==> config.mk <==
export PLATFORM = sky130hd
export DESIGN_NAME = thread_select_top
export DESIGN_NICKNAME = d
export VERILOG_FILES = /design/src/rtl/tsel_pkg.sv /design/src/rtl/tsel_thread.sv /design/src/rtl/tsel_rr_pick.sv /design/src/rtl/thread_select_top.sv
export SDC_FILE = /design/constraint.sdc
export NUM_CORES = 1
export LEC_CHECK = 0
export BUFFER_PORTS_ARGS = -buffer_cell sky130_fd_sc_hd__buf_4
export CAP_MARGIN = 10
export CELL_PAD_IN_SITES_DETAIL_PLACEMENT = 1
export CELL_PAD_IN_SITES_GLOBAL_PLACEMENT = 1
export CORE_ASPECT_RATIO = 1.4
export CORE_UTILIZATION = 40
export DETAILED_ROUTE_END_ITERATION = 6
export GPL_TIMING_DRIVEN = 1
export PLACE_DENSITY = 0.81
export RECOVER_POWER = 25
export SETUP_SLACK_MARGIN = 0.02
export SKIP_LAST_GASP = 1
export SYNTH_ARGS = -nofsm -noshare
export SYNTH_HDL_FRONTEND = slang
export SYNTH_SLANG_ARGS = --single-unit
==> constraint.sdc <==
create_clock -name clk -period 1.76 [get_ports clk]
set_input_delay 0.088 -clock clk [delete_from_list [all_inputs] [get_ports clk]]
set_output_delay 0.088 -clock clk [all_outputs]
set_load 0.03 [all_outputs]
==> src/rtl/tsel_pkg.sv <==
package tsel_pkg;
    typedef enum logic [1:0] {
        TS_PARKED = 2'd0,
        TS_READY  = 2'd1,
        TS_SHADOW = 2'd2,
        TS_MISS   = 2'd3
    } thr_state_t;
endpackage

==> src/rtl/tsel_thread.sv <==
module tsel_thread
    import tsel_pkg::*;
#(
    parameter int SHADOW = 3,
    localparam int CNT_W = $clog2(SHADOW + 1)
) (
    input  logic clk,
    input  logic rst_n,
    input  logic enable,
    input  logic grant,
    input  logic grant_long,
    input  logic miss_hit,
    input  logic fill_hit,
    output logic ready
);
    thr_state_t       state, state_n;
    logic [CNT_W-1:0] cnt, cnt_n;
    logic             pend, pend_n;

    // Next values of the hold trackers; a new miss outranks a fill.
    always_comb begin
        if (miss_hit)
            pend_n = 1'b1;
        else if (fill_hit)
            pend_n = 1'b0;
        else
            pend_n = pend;

        if (grant && grant_long)
            cnt_n = CNT_W'(SHADOW);
        else if (cnt != '0)
            cnt_n = cnt - 1'b1;
        else
            cnt_n = '0;

        if (pend_n)
            state_n = TS_MISS;
        else if (cnt_n != '0)
            state_n = TS_SHADOW;
        else if (enable)
            state_n = TS_READY;
        else
            state_n = TS_PARKED;
    end

    // State register.
    always_ff @(posedge clk) begin
        if (!rst_n) begin
            state <= TS_PARKED;
            cnt   <= '0;
            pend  <= 1'b0;
        end else begin
            state <= state_n;
            cnt   <= cnt_n;
            pend  <= pend_n;
        end
    end

    // Outputs.
    always_comb begin
        unique case (state)
            TS_READY:  ready = 1'b1;
            TS_PARKED: ready = 1'b0;
            TS_SHADOW: ready = 1'b0;
            TS_MISS:   ready = 1'b0;
            default:   ready = 1'b0;
        endcase
    end

    AST_MISS_NO_GRANT:   assert property (@(posedge clk) disable iff (!rst_n) pend |-> !grant);
    AST_SHADOW_NO_GRANT: assert property (@(posedge clk) disable iff (!rst_n) (cnt != '0) |-> !grant);
    AST_SHADOW_ENTRY:    assert property (@(posedge clk) disable iff (!rst_n) (grant && grant_long) |=> (state == TS_SHADOW || state == TS_MISS));
    AST_PARKED_NO_GRANT: assert property (@(posedge clk) disable iff (!rst_n) (state == TS_PARKED) |-> !grant);
    AST_MISS_BEATS_FILL: assert property (@(posedge clk) disable iff (!rst_n) (miss_hit && fill_hit) |=> (state == TS_MISS));
endmodule

==> src/rtl/tsel_rr_pick.sv <==
module tsel_rr_pick #(
    parameter int N = 4,
    localparam int TID_W = $clog2(N)
) (
    input  logic [N-1:0]     ready_vec,
    input  logic [TID_W-1:0] ptr,
    output logic             any,
    output logic [TID_W-1:0] pick
);
    // First ready thread at or after ptr, wrapping.
    always_comb begin
        any  = 1'b0;
        pick = '0;
        for (int i = 0; i < N; i++) begin
            if (!any && ready_vec[(int'(ptr) + i) % N]) begin
                any  = 1'b1;
                pick = TID_W'((int'(ptr) + i) % N);
            end
        end
    end
endmodule

==> src/rtl/thread_select_top.sv <==
module thread_select_top #(
    parameter int NUM_THR = 4,
    parameter int SHADOW  = 3,
    localparam int TID_W  = $clog2(NUM_THR)
) (
    input  logic               clk,
    input  logic               rst_n,
    input  logic [NUM_THR-1:0] thr_en,
    input  logic               issue_long,
    input  logic               miss_req,
    input  logic [TID_W-1:0]   miss_tid,
    input  logic               fill_req,
    input  logic [TID_W-1:0]   fill_tid,
    output logic               issue_valid,
    output logic [TID_W-1:0]   issue_tid
);
    logic [NUM_THR-1:0] rdy_vec;
    logic [NUM_THR-1:0] grant_vec;
    logic [TID_W-1:0]   ptr, ptr_n;
    logic               any;
    logic [TID_W-1:0]   pick;

    tsel_rr_pick #(.N(NUM_THR)) u_pick (
        .ready_vec (rdy_vec),
        .ptr       (ptr),
        .any       (any),
        .pick      (pick)
    );

    for (genvar k = 0; k < NUM_THR; k++) begin : g_thr
        assign grant_vec[k] = any && (pick == TID_W'(k));
        tsel_thread #(.SHADOW(SHADOW)) u_thr (
            .clk        (clk),
            .rst_n      (rst_n),
            .enable     (thr_en[k]),
            .grant      (grant_vec[k]),
            .grant_long (issue_long),
            .miss_hit   (miss_req && (miss_tid == TID_W'(k))),
            .fill_hit   (fill_req && (fill_tid == TID_W'(k))),
            .ready      (rdy_vec[k])
        );
    end

    // Rotation pointer: one past the last issuer, held on idle slots.
    always_comb begin
        if (any)
            ptr_n = (pick == TID_W'(NUM_THR - 1)) ? '0 : pick + 1'b1;
        else
            ptr_n = ptr;
    end

    always_ff @(posedge clk) begin
        if (!rst_n)
            ptr <= '0;
        else
            ptr <= ptr_n;
    end

    assign issue_valid = any;
    assign issue_tid   = pick;

    AST_ISSUE_IS_READY: assert property (@(posedge clk) disable iff (!rst_n) issue_valid |-> rdy_vec[issue_tid]);
    AST_SWITCH_THREAD:  assert property (@(posedge clk) disable iff (!rst_n)
        ($past(issue_valid) && ((rdy_vec & ~(NUM_THR'(1) << $past(issue_tid))) != '0)) |-> (issue_valid && issue_tid != $past(issue_tid)));
    AST_IDLE_ALL_STALL: assert property (@(posedge clk) disable iff (!rst_n) !issue_valid |-> (rdy_vec == '0));
    AST_IDLE_PTR_HOLD:  assert property (@(posedge clk) disable iff (!rst_n) !issue_valid |=> $stable(ptr));
    AST_ONE_GRANT:      assert property (@(posedge clk) disable iff (!rst_n) $onehot0(grant_vec));
endmodule

Word-level counts from Yosys, hierarchy flattened

Index checks and enable logic that the tools add are counted.

Register bits: 22
Bits of input ports: 13
Logic and storage cells: 145

Add/subtract/negate cells: 8
Order comparisons: 4
Equality and inequality tests: 21
Mux-type cells: 52
Bitwise gates (word level): 3
Reduce and logical (&&, ||, !) cells: 44

Operators by type and width:

| operator              | count |
|---|---|
| $mux W2               | 21 |
| $eq A2 B2 Y1 const B  | 14 |
| $mux W1               | 23 |
| $logic_and A1 B1 Y1   | 19 |
| $reduce_bool A2 Y1    | 8 |
| $eq A2 B1 Y1 const B  | 7 |
| $logic_not A2 Y1      | 7 |
| $lt A3 B4 Y1 const B  | 3 |
| $reduce_or A3 Y1      | 4 |
| $bmux W1 S2           | 4 |
| $pmux W1 S2           | 4 |
| $sub A2 B1 Y2 const B | 4 |
| $reduce_or A2 Y1      | 3 |
| $add A2 B1 Y2 const B | 2 |
| $add A2 B2 Y2 const B | 2 |
| $and A1 B1 Y1 const A | 3 |
| $logic_not A1 Y1      | 3 |
| $lt A2 B3 Y1 const B  | 1 |

Depth between registers and ports, before layout

Gate-level depths: netlist (run 1).

Word-level depth: 22
Depth in mapped cells: 7
Mapped depth without buffers: 7

Cells and area by module

From an unflattened synthesis (run 1), not the netlist that was laid out.

Cells, all modules: 118
Area total of the unflattened synthesis: 1,038.5 µm²

Modules (own cells, without submodules):

| module            | times used | cells each | area each (µm²) | seq. area each (µm²) |
|---|---|---|---|---|
| tsel_thread       | 4          | 19         | 182.7           | 100.1 |
| thread_select_top | 1          | 27         | 230.2           | 40.0 |
| tsel_rr_pick      | 1          | 15         | 77.6            | 0.0 |

Worst setup path after synthesis (run 1)

No wires, ideal clock.

Kind: flip-flop to flip-flop
From: reg g_thr[0].u_thr.state[1]
To: reg g_thr[3].u_thr.state[0]
Library setup time: 116 ps
Arrival time: 1,751 ps
Required time: 1,644 ps
Path slack: -108 ps
Stages on the path, launching flop included: 7
Path buffers: 0
Clock period less this slack: 1,868 ps
Path through: dfxtp_1 > nand2b_1 > nand4_2 > and3_1 > ha_1 > nand3_1 > a41o_1

Elaborated cells on any way between the ends: 38
Those cells by class: 4 x eq/ne; 23 x mux; 11 x reduce/logical

RTL lines:

| item                                                    | line                    | RTL |
|---|---|---|
| from (decl)                                             | tsel_thread.sv:16       | `thr_state_t state, state_n;` |
| from (signal assigned)                                  | tsel_thread.sv:53       | `state <= state_n;` |
| $eq A2 B2 Y1 / $logic_not A2 Y1 (equally long branches) | tsel_thread.sv:61       | `unique case (state)` |
| $reduce_or A3 Y1 (no source line)                       | --                      |  |
| $pmux W1 S2 *                                           | tsel_thread.sv:61       |  |
| $bmux W1 S2                                             | tsel_rr_pick.sv:15      | `if (!any && ready_vec[(int'(ptr) + i) % N]) begin` |
| $mux W1 (implied by the code)                           | tsel_rr_pick.sv:15      |  |
| $mux W1                                                 | tsel_rr_pick.sv:15      |  |
| $logic_not A1 Y1                                        | tsel_rr_pick.sv:15      |  |
| $logic_and A1 B1 Y1                                     | tsel_rr_pick.sv:15      |  |
| [6 not listed]                                          | --                      |  |
| $mux W1 *                                               | tsel_rr_pick.sv:15      |  |
| net issue_valid                                         | thread_select_top.sv:14 | `output logic issue_valid,` |
| $logic_and A1 B1 Y1 *                                   | thread_select_top.sv:31 | `assign grant_vec[k] = any && (pick == TID_W'(k));` |
| $logic_and A1 B1 Y1 *                                   | tsel_thread.sv:29       | `if (grant && grant_long)` |
| $mux W2 *                                               | tsel_thread.sv:29       |  |
| $reduce_bool A2 Y1 *                                    | tsel_thread.sv:38       | `else if (cnt_n != '0)` |
| $mux W2 *                                               | tsel_thread.sv:38       |  |
| $mux W2 *                                               | tsel_thread.sv:36       | `if (pend_n)` |
| to (signal assigned)                                    | tsel_thread.sv:53       |  |
| to (decl)                                               | tsel_thread.sv:16       |  |

Mark *: on every way through the listed nets, which the timed path passes. The rest lies on a longest branch. The select of a mux whose other input is x is not followed.
A chain may end at the register's enable or synchronous reset.

Worst setup path after layout (run 1)

From: reg g_thr[0].u_thr.state[1]
To: reg g_thr[0].u_thr.state[0]

Longest elaborated chain between the ends: 22
Elaborated cells on any way between the ends: 38
Those cells by class: 3 x eq/ne; 23 x mux; 12 x reduce/logical

RTL lines:

| item                                                    | line |
|---|---|
| $eq A2 B2 Y1 / $logic_not A2 Y1 (equally long branches) | tsel_thread.sv:61 |
| $reduce_or A3 Y1 (no source line)                       | -- |
| $pmux W1 S2 *                                           | tsel_thread.sv:61 |
| $bmux W1 S2                                             | tsel_rr_pick.sv:15 |
| $mux W1 (implied by the code)                           | tsel_rr_pick.sv:15 |
| $mux W1                                                 | tsel_rr_pick.sv:15 |
| $logic_not A1 Y1                                        | tsel_rr_pick.sv:15 |
| $logic_and A1 B1 Y1                                     | tsel_rr_pick.sv:15 |
| [6 not listed]                                          | -- |
| $mux W2                                                 | tsel_rr_pick.sv:15 |
| $logic_not A2 Y1                                        | thread_select_top.sv:31 |
| $logic_and A1 B1 Y1 *                                   | thread_select_top.sv:31 |
| $logic_and A1 B1 Y1 *                                   | tsel_thread.sv:29 |
| $mux W2 *                                               | tsel_thread.sv:29 |
| $reduce_bool A2 Y1 *                                    | tsel_thread.sv:38 |
| $mux W2 *                                               | tsel_thread.sv:38 |
| $mux W2 *                                               | tsel_thread.sv:36 |

Every way passes the cells marked *; elsewhere a longest branch is shown, timed or not. The select of a mux whose other input is x is not followed.

==> results.sh, run 1 <==
export IMPL_die_height_um=59.0
export IMPL_gp_congestion=0.799
export IMPL_yosys_most_used_dff="dfxtp_1"
export IMPL_netlist_top_cells_count="dfxtp_1 (22), a21oi_1 (11), nand2b_1 (8)"
export IMPL_cp_start_kind="register"
export IMPL_cts_sinks=22
export IMPL_grt_antenna_before_repair=0
export IMPL_fin_ws_ps=110
export IMPL_syn_to_final_growth_pct=26.2
export IMPL_crit_chain="nand2b_4 -> o21ai_2 -> a21oi_2 -> o21bai_1 -> ha_1 -> nand3_2 -> a41o_1"
export IMPL_timing_setup_tns_ps=0
export IMPL_min_from="thr_en[3]"
export IMPL_crit_fanout=5
export IMPL_clk_latency_ps=300
export IMPL_worstMarginPinSlew_ps=330
export IMPL_crit_required_ps=1960
export IMPL_intPower_uw=933
export IMPL_drt_pre_antenna_iters=4
export IMPL_die_area_um2=2520
export IMPL_port_buffers=15
export IMPL_netlist_instances=100
export IMPL_via_count=798
export IMPL_async_reset_ff_share_pct=0
export IMPL_p_sw_share_pct=36.7
export IMPL_viasPerCell=5.66
export IMPL_period_minus_slack_ps=1650
export IMPL_synth_largest_area_cell="dfxtp_1"
export IMPL_die_x_um=42.7
export IMPL_fin_skew_ps=4.40
export IMPL_cts_root_buf="clkbuf_4"
export IMPL_synth_most_common_cell="dfxtp_1"
export IMPL_min_to="g_thr[3].u_thr.state[0]"
export IMPL_grt_remaining_overflow=0
export IMPL_yosysTopAreaCellShare_pct=47.5
export IMPL_ir_worst_vdd_mv=0.740
export IMPL_total_power_uw=1470
export IMPL_synth_warnings=0
export IMPL_critPathArrivalTime_ps=1850
export IMPL_endpoint_kind="register"
export IMPL_grt_max_degree=20
export IMPL_drive_gt1_share_pct=31.9
export IMPL_synthesis_nets=117
export IMPL_initial_core_util_pct=42.6
export IMPL_drtIter0Drc=17
export IMPL_relSlewSlack_pct=78.0
export IMPL_fin_crit_sh_pct=93.7
export IMPL_r2r_cells=7
export IMPL_synthDistinctLibCells=29
export IMPL_ant_nets=0
export IMPL_dpl_worst_slack_ps=-25.5
export IMPL_switching_power_uw=541
export IMPL_synth_area_top_cells="dfxtp_1 (48%), a21oi_1 (5.9%), ha_1 (5.4%)"
export IMPL_seq_power_share_pct=44.1
export IMPL_clk_path_buf_depth=2
export IMPL_outcome="complete, no violations"
export IMPL_drv_slew=0
export IMPL_yosys_register_bits=22
export IMPL_crit_path_max_incr_delay_ps=320
export IMPL_crit_type="register to register"
export IMPL_synth_edf_count=0
export IMPL_leakagePower_uw=0.000480
export IMPL_grt_pass1_vias=832
export IMPL_cap_violations=0
export IMPL_max_clock_freq_mhz=606
export IMPL_timing_rr_start="g_thr[0].u_thr.state[1]"
export IMPL_post_drt_wl_per_cell_um=15.3
export IMPL_rows=20
export IMPL_crit_slowest_cell="dfxtp_1"
export IMPL_worstHoldPathType="primary input to register"
export IMPL_whs_path_depth=2
export IMPL_syn_area_um2=927
export IMPL_avgSynthCellArea_um2=9.27
export IMPL_post_route_drc_count=0
export IMPL_ioPinCount=16
export IMPL_p_per_area_nw_per_um2=1260
export IMPL_diodes=0
export IMPL_clk_pin_slew_ps=110
export IMPL_r2r_slack_ps=110
export IMPL_clkPwrFrac_pct=15.0
export IMPL_hold_viol=0
export IMPL_dp_hpwl_um=1690
export IMPL_setup_violations_final=0
export IMPL_cts_tree="done"
export IMPL_combinationalPowerShare_pct=40.9
export IMPL_track_usage_pct=19.3
export IMPL_wirelength_um=2160
export IMPL_htree_levels=1
export IMPL_grt_pass1_wl_um=3620
export IMPL_ys_seq_area_share_pct=47.5
export IMPL_cts_buffers=3
export IMPL_hold_buffers=0
export IMPL_layout_nets=138
export IMPL_core_area_um2=2180
export IMPL_r2r_end="g_thr[0].u_thr.state[0]"
## flip-flops by register name, summed over array words and instances (netlist names)
signal	count
g_thr.u_thr.cnt	8
g_thr.u_thr.pend	4
g_thr.u_thr.state	8
ptr	2
## cells by family (layout without fill, tap and decap cells)
group                      after synthesis  in the layout  synth area share (%)
muxes                                    1              1                  1.08
AOI/OAI and AO/OA                       29             29                  21.1
adders and majority gates                4              4                  5.40
DFF                                     22             22                  47.5
and+or+nand+nor                         36             36                  21.7
buffers and inverters                    8             27                  3.24
## cell type report
| type | instances | area (um^2) |
|---|---|---|
| Clock buffer | 3 | 22.5 |
| Multi-Input combinational cell | 70 | 523 |
| Tap cell | 22 | 27.5 |
| Inverter | 7 | 26.3 |
| Fill cell | 245 | 1010 |
| Sequential cell | 22 | 443 |
| Timing Repair Buffer | 17 | 128 |
## layout by cell type, fill, tap and decap left out, types with 3 or more instances in the layout
| master | count |
|---|---|
| clkbuf_4 | 3 |
| a31oi_1 | 4 |
| dfxtp_1 | 20 |
| a41o_1 | 3 |
| a21oi_1 | 11 |
| nand3_2 | 3 |
| inv_1 | 6 |
| nand2_1 | 5 |
| buf_4 | 17 |
| ha_1 | 4 |
| nand2b_4 | 3 |
| nand3_1 | 4 |
| nor2_1 | 6 |
| nand2b_1 | 5 |
## worst max-delay path, delay by kind of cell (launching register included)
family	cells	cell delay, ps
AND/OR/NAND/NOR	2	280
AO/OA/AOI/OAI	4	730
flip-flops	1	320
adder cells (fa/ha/maj)	1	220
## what timing repair did
item / in CTS / in global routing
gates resized for setup: 4 / 13
setup endpoints to repair: 6 / 12
pin swaps: 0 / 1
setup buffers: 1 / 0
## power by group through the flow
stage	logic, uW	registers, uW	clock network [uW]
finish	603	650	222
global route	661	662	255
CTS	550	634	226
detailed placement	522	643	0
global placement	504	638	0
floorplan	364	627	0
## layer usage
layer	wire length, um	track usage (%)	share of wire [%]
met1	873	19.6	40
met2	1190	36.1	55
met3	51	4.91	2.4
met4	48	8.93	2.2
met5	0	0	0
## worst max-delay path by stage
stage | from | to | slack [ps] | cells after the start
2_1_floorplan | g_thr[1].u_thr.state[1] | g_thr[3].u_thr.state[0] | -20 | 7
3_3_place_gp | g_thr[0].u_thr.state[1] | g_thr[1].u_thr.state[0] | 20 | 7
3_5_place_dp | g_thr[0].u_thr.state[1] | g_thr[1].u_thr.state[0] | -30 | 7
4_1_cts | g_thr[1].u_thr.state[0] | g_thr[1].u_thr.state[0] | 20 | 7
5_1_grt | ptr[1] | g_thr[0].u_thr.state[0] | -20 | 7
6_report | g_thr[0].u_thr.state[1] | g_thr[0].u_thr.state[0] | 110 | 7
## per-stage QoR
stage                     util [%]  instances  cell area [um^2]  hold slack, ps
after global placement        49.7        137              1080             344
final                         53.7        141              1170            35.9
after CTS                     51.5        141              1120            33.8
after detailed placement      49.7        137              1080             348
after global routing          53.7        141              1170            18.8
after floorplan                  -        100               937             250
(Power assumes the default switching activity.)
==> run 2, diff against run 1 <==
Settings changed: CTS_BUF_LIST set to sky130_fd_sc_hd__clkbuf_16, PLACE_DENSITY 0.81 to 0.74, SLEW_MARGIN set to 10.
==> run 2 against run 1 <==
Compared with the run above:
- sequential power about the same
- worst setup slack improved by 8.1 ps
- sequential share of layout area decreased by 2.5 points
- critical path type unchanged
==> results.sh, run 2 (same netlist as run 1, synthesis figures left out) <==
export IMPL_port_buffers=15
export IMPL_leakagePower_uw=0.000507
export IMPL_grt_max_degree=20
export IMPL_crit_fanout=3
export IMPL_endpoint_kind="register"
export IMPL_grt_remaining_overflow=0
export IMPL_die_height_um=59.0
export IMPL_rsz0062_at_grt="no"
export IMPL_crit_required_ps=1910
export IMPL_combinationalPowerShare_pct=31.8
export IMPL_max_clock_freq_mhz=609
export IMPL_cts_root_buf="clkbuf_16"
export IMPL_switching_power_uw=592
export IMPL_track_usage_pct=23.0
export IMPL_relSlewSlack_pct=76.6
export IMPL_via_count=807
export IMPL_cts_tree="done"
export IMPL_crit_path_max_incr_delay_ps=350
export IMPL_p_sw_share_pct=31.3
export IMPL_hold_buffers=0
export IMPL_outcome="complete, no violations"
export IMPL_dr_wl_met3_um=39
export IMPL_die_x_um=42.7
export IMPL_cts_sinks=22
export IMPL_drv_slew=0
export IMPL_die_area_um2=2520
export IMPL_diodes=0
export IMPL_htree_levels=1
export IMPL_worstHoldPathType="primary input to register"
export IMPL_core_area_um2=2180
export IMPL_largestRegisters="g_thr.u_thr.cnt (8), g_thr.u_thr.state (8), g_thr.u_thr.pend (4)"
export IMPL_clk_latency_ps=260
export IMPL_cp_start_kind="register"
export IMPL_seq_power_share_pct=34.4
export IMPL_wl_met1_um=919
export IMPL_crit_slowest_cell="dfxtp_2"
export IMPL_post_route_drc_count=0
export IMPL_drt_pre_antenna_iters=4
export IMPL_postCtsSetupBuffers=0
export IMPL_fin_skew_ps=3.09
export IMPL_grt_antenna_before_repair=0
export IMPL_cts_buffers=3
export IMPL_layout_nets=137
export IMPL_post_drt_wl_per_cell_um=18.1
export IMPL_cap_violations=0
export IMPL_clk_pin_slew_ps=60
export IMPL_top_layer="met4"
export IMPL_gp_congestion=0.811
export IMPL_intPower_uw=1300
export IMPL_final_cell_mix="dfxtp_1 (21), buf_4 (16), a21oi_1 (11), inv_1 (6), nor2_1 (6)"
export IMPL_crit_chain="nor2b_2 -> o22ai_1 -> o21ai_2 -> and3_4 -> ha_1 -> nand3_2 -> a41o_1"
export IMPL_holdWs_ps=80.2
export IMPL_setup_violations_final=0
export IMPL_final_common_cell="dfxtp_1"
export IMPL_syn_to_final_growth_pct=34.5
export IMPL_viasPerCell=5.72
export IMPL_drive_gt1_share_pct=31.9
export IMPL_drtIter0Drc=10
export IMPL_fin_crit_sh_pct=93.3
export IMPL_dp_hpwl_um=1900
export IMPL_clkPwrFrac_pct=33.8
export IMPL_hold_viol=0
export IMPL_grt_pass1_wl_um=4080
export IMPL_period_minus_slack_ps=1640
export IMPL_ant_nets=0
export IMPL_p_per_area_nw_per_um2=1520
export IMPL_crit_type="register to register"
export IMPL_met2_length_um=1540
export IMPL_wirelength_um=2550
export IMPL_critPathArrivalTime_ps=1790
export IMPL_ioPinCount=16
export IMPL_rows=20
export IMPL_initial_core_util_pct=42.6
export IMPL_timing_setup_tns_ps=0
export IMPL_clk_path_buf_depth=2
export IMPL_grt_pass1_vias=898
export IMPL_ir_worst_vdd_mv=0.846
export IMPL_worstMarginPinSlew_ps=351
==> run 2: final timing paths <==
check / startpoint / end / slack (ps) / cells past startpoint
worst min-delay path: thr_en[3] / g_thr[3].u_thr.state[0] / 80 / 2
worst max register to register: g_thr[1].u_thr.state[0] / g_thr[3].u_thr.state[0] / 120 / 7
worst min register to register: g_thr[3].u_thr.cnt[0] / g_thr[3].u_thr.cnt[1] / 460 / 2
worst max-delay path: g_thr[1].u_thr.state[0] / g_thr[3].u_thr.state[0] / 120 / 7
==> run 2: cell type report <==
type / count / area [um^2]
clock buffers: 3 / 75.1
clock inverters: 1 / 30.0
fillers: 252 / 930
inverters: 7 / 26.3
multi-input cells: 70 / 527
flip-flops and latches: 22 / 442
well taps: 22 / 27.5
repair buffers: 16 / 120
==> run 2: power by group through the flow <==
stage               logic [uW]  clock network (uW)  registers [uW]
detailed placement         525                   0             644
global route               658                 669             659
finish                     601                 639             651
floorplan                  364                   0             627
global placement           507                   0             637
CTS                        557                 647             642
==> run 2: what timing repair did <==
action / in CTS / in global routing
pin swaps: 0 / 1
endpoints found under the setup margin: 8 / 10
resized for setup: 5 / 13
==> run 2: critical path: cells and delay by family, from the launching register on <==
| kind | cells | cell delay [ps] |
|---|---|---|
| AOI/OAI and AO/OA | 3 | 530 |
| DFF | 1 | 350 |
| adders and majority gates | 1 | 180 |
| and+or+nand+nor | 3 | 490 |
==> run 2: per-stage QoR <==
step                cell area (um^2)  util, %  total power [uW]  worst slack [ps]  instances
finish                          1250     57.3              1890               118        141
global route                    1250     57.3              1990              21.8        141
CTS                             1200     55.2              1840             -6.97        141
detailed placement              1080     49.7              1170             -34.1        137
global placement                1080     49.7              1140              45.4        137
floorplan                        937        -               990             -21.8        100
==> run 2: metal layers <==
| layer | global-route usage [%] | vias to the layer above |
|---|---|---|
| met5 | 0 | - |
| met4 | 12.1 | 0 |
| li1 | - | 398 |
| met3 | 3.68 | 5 |
| met1 | 21.3 | 394 |
| met2 | 46.1 | 10 |
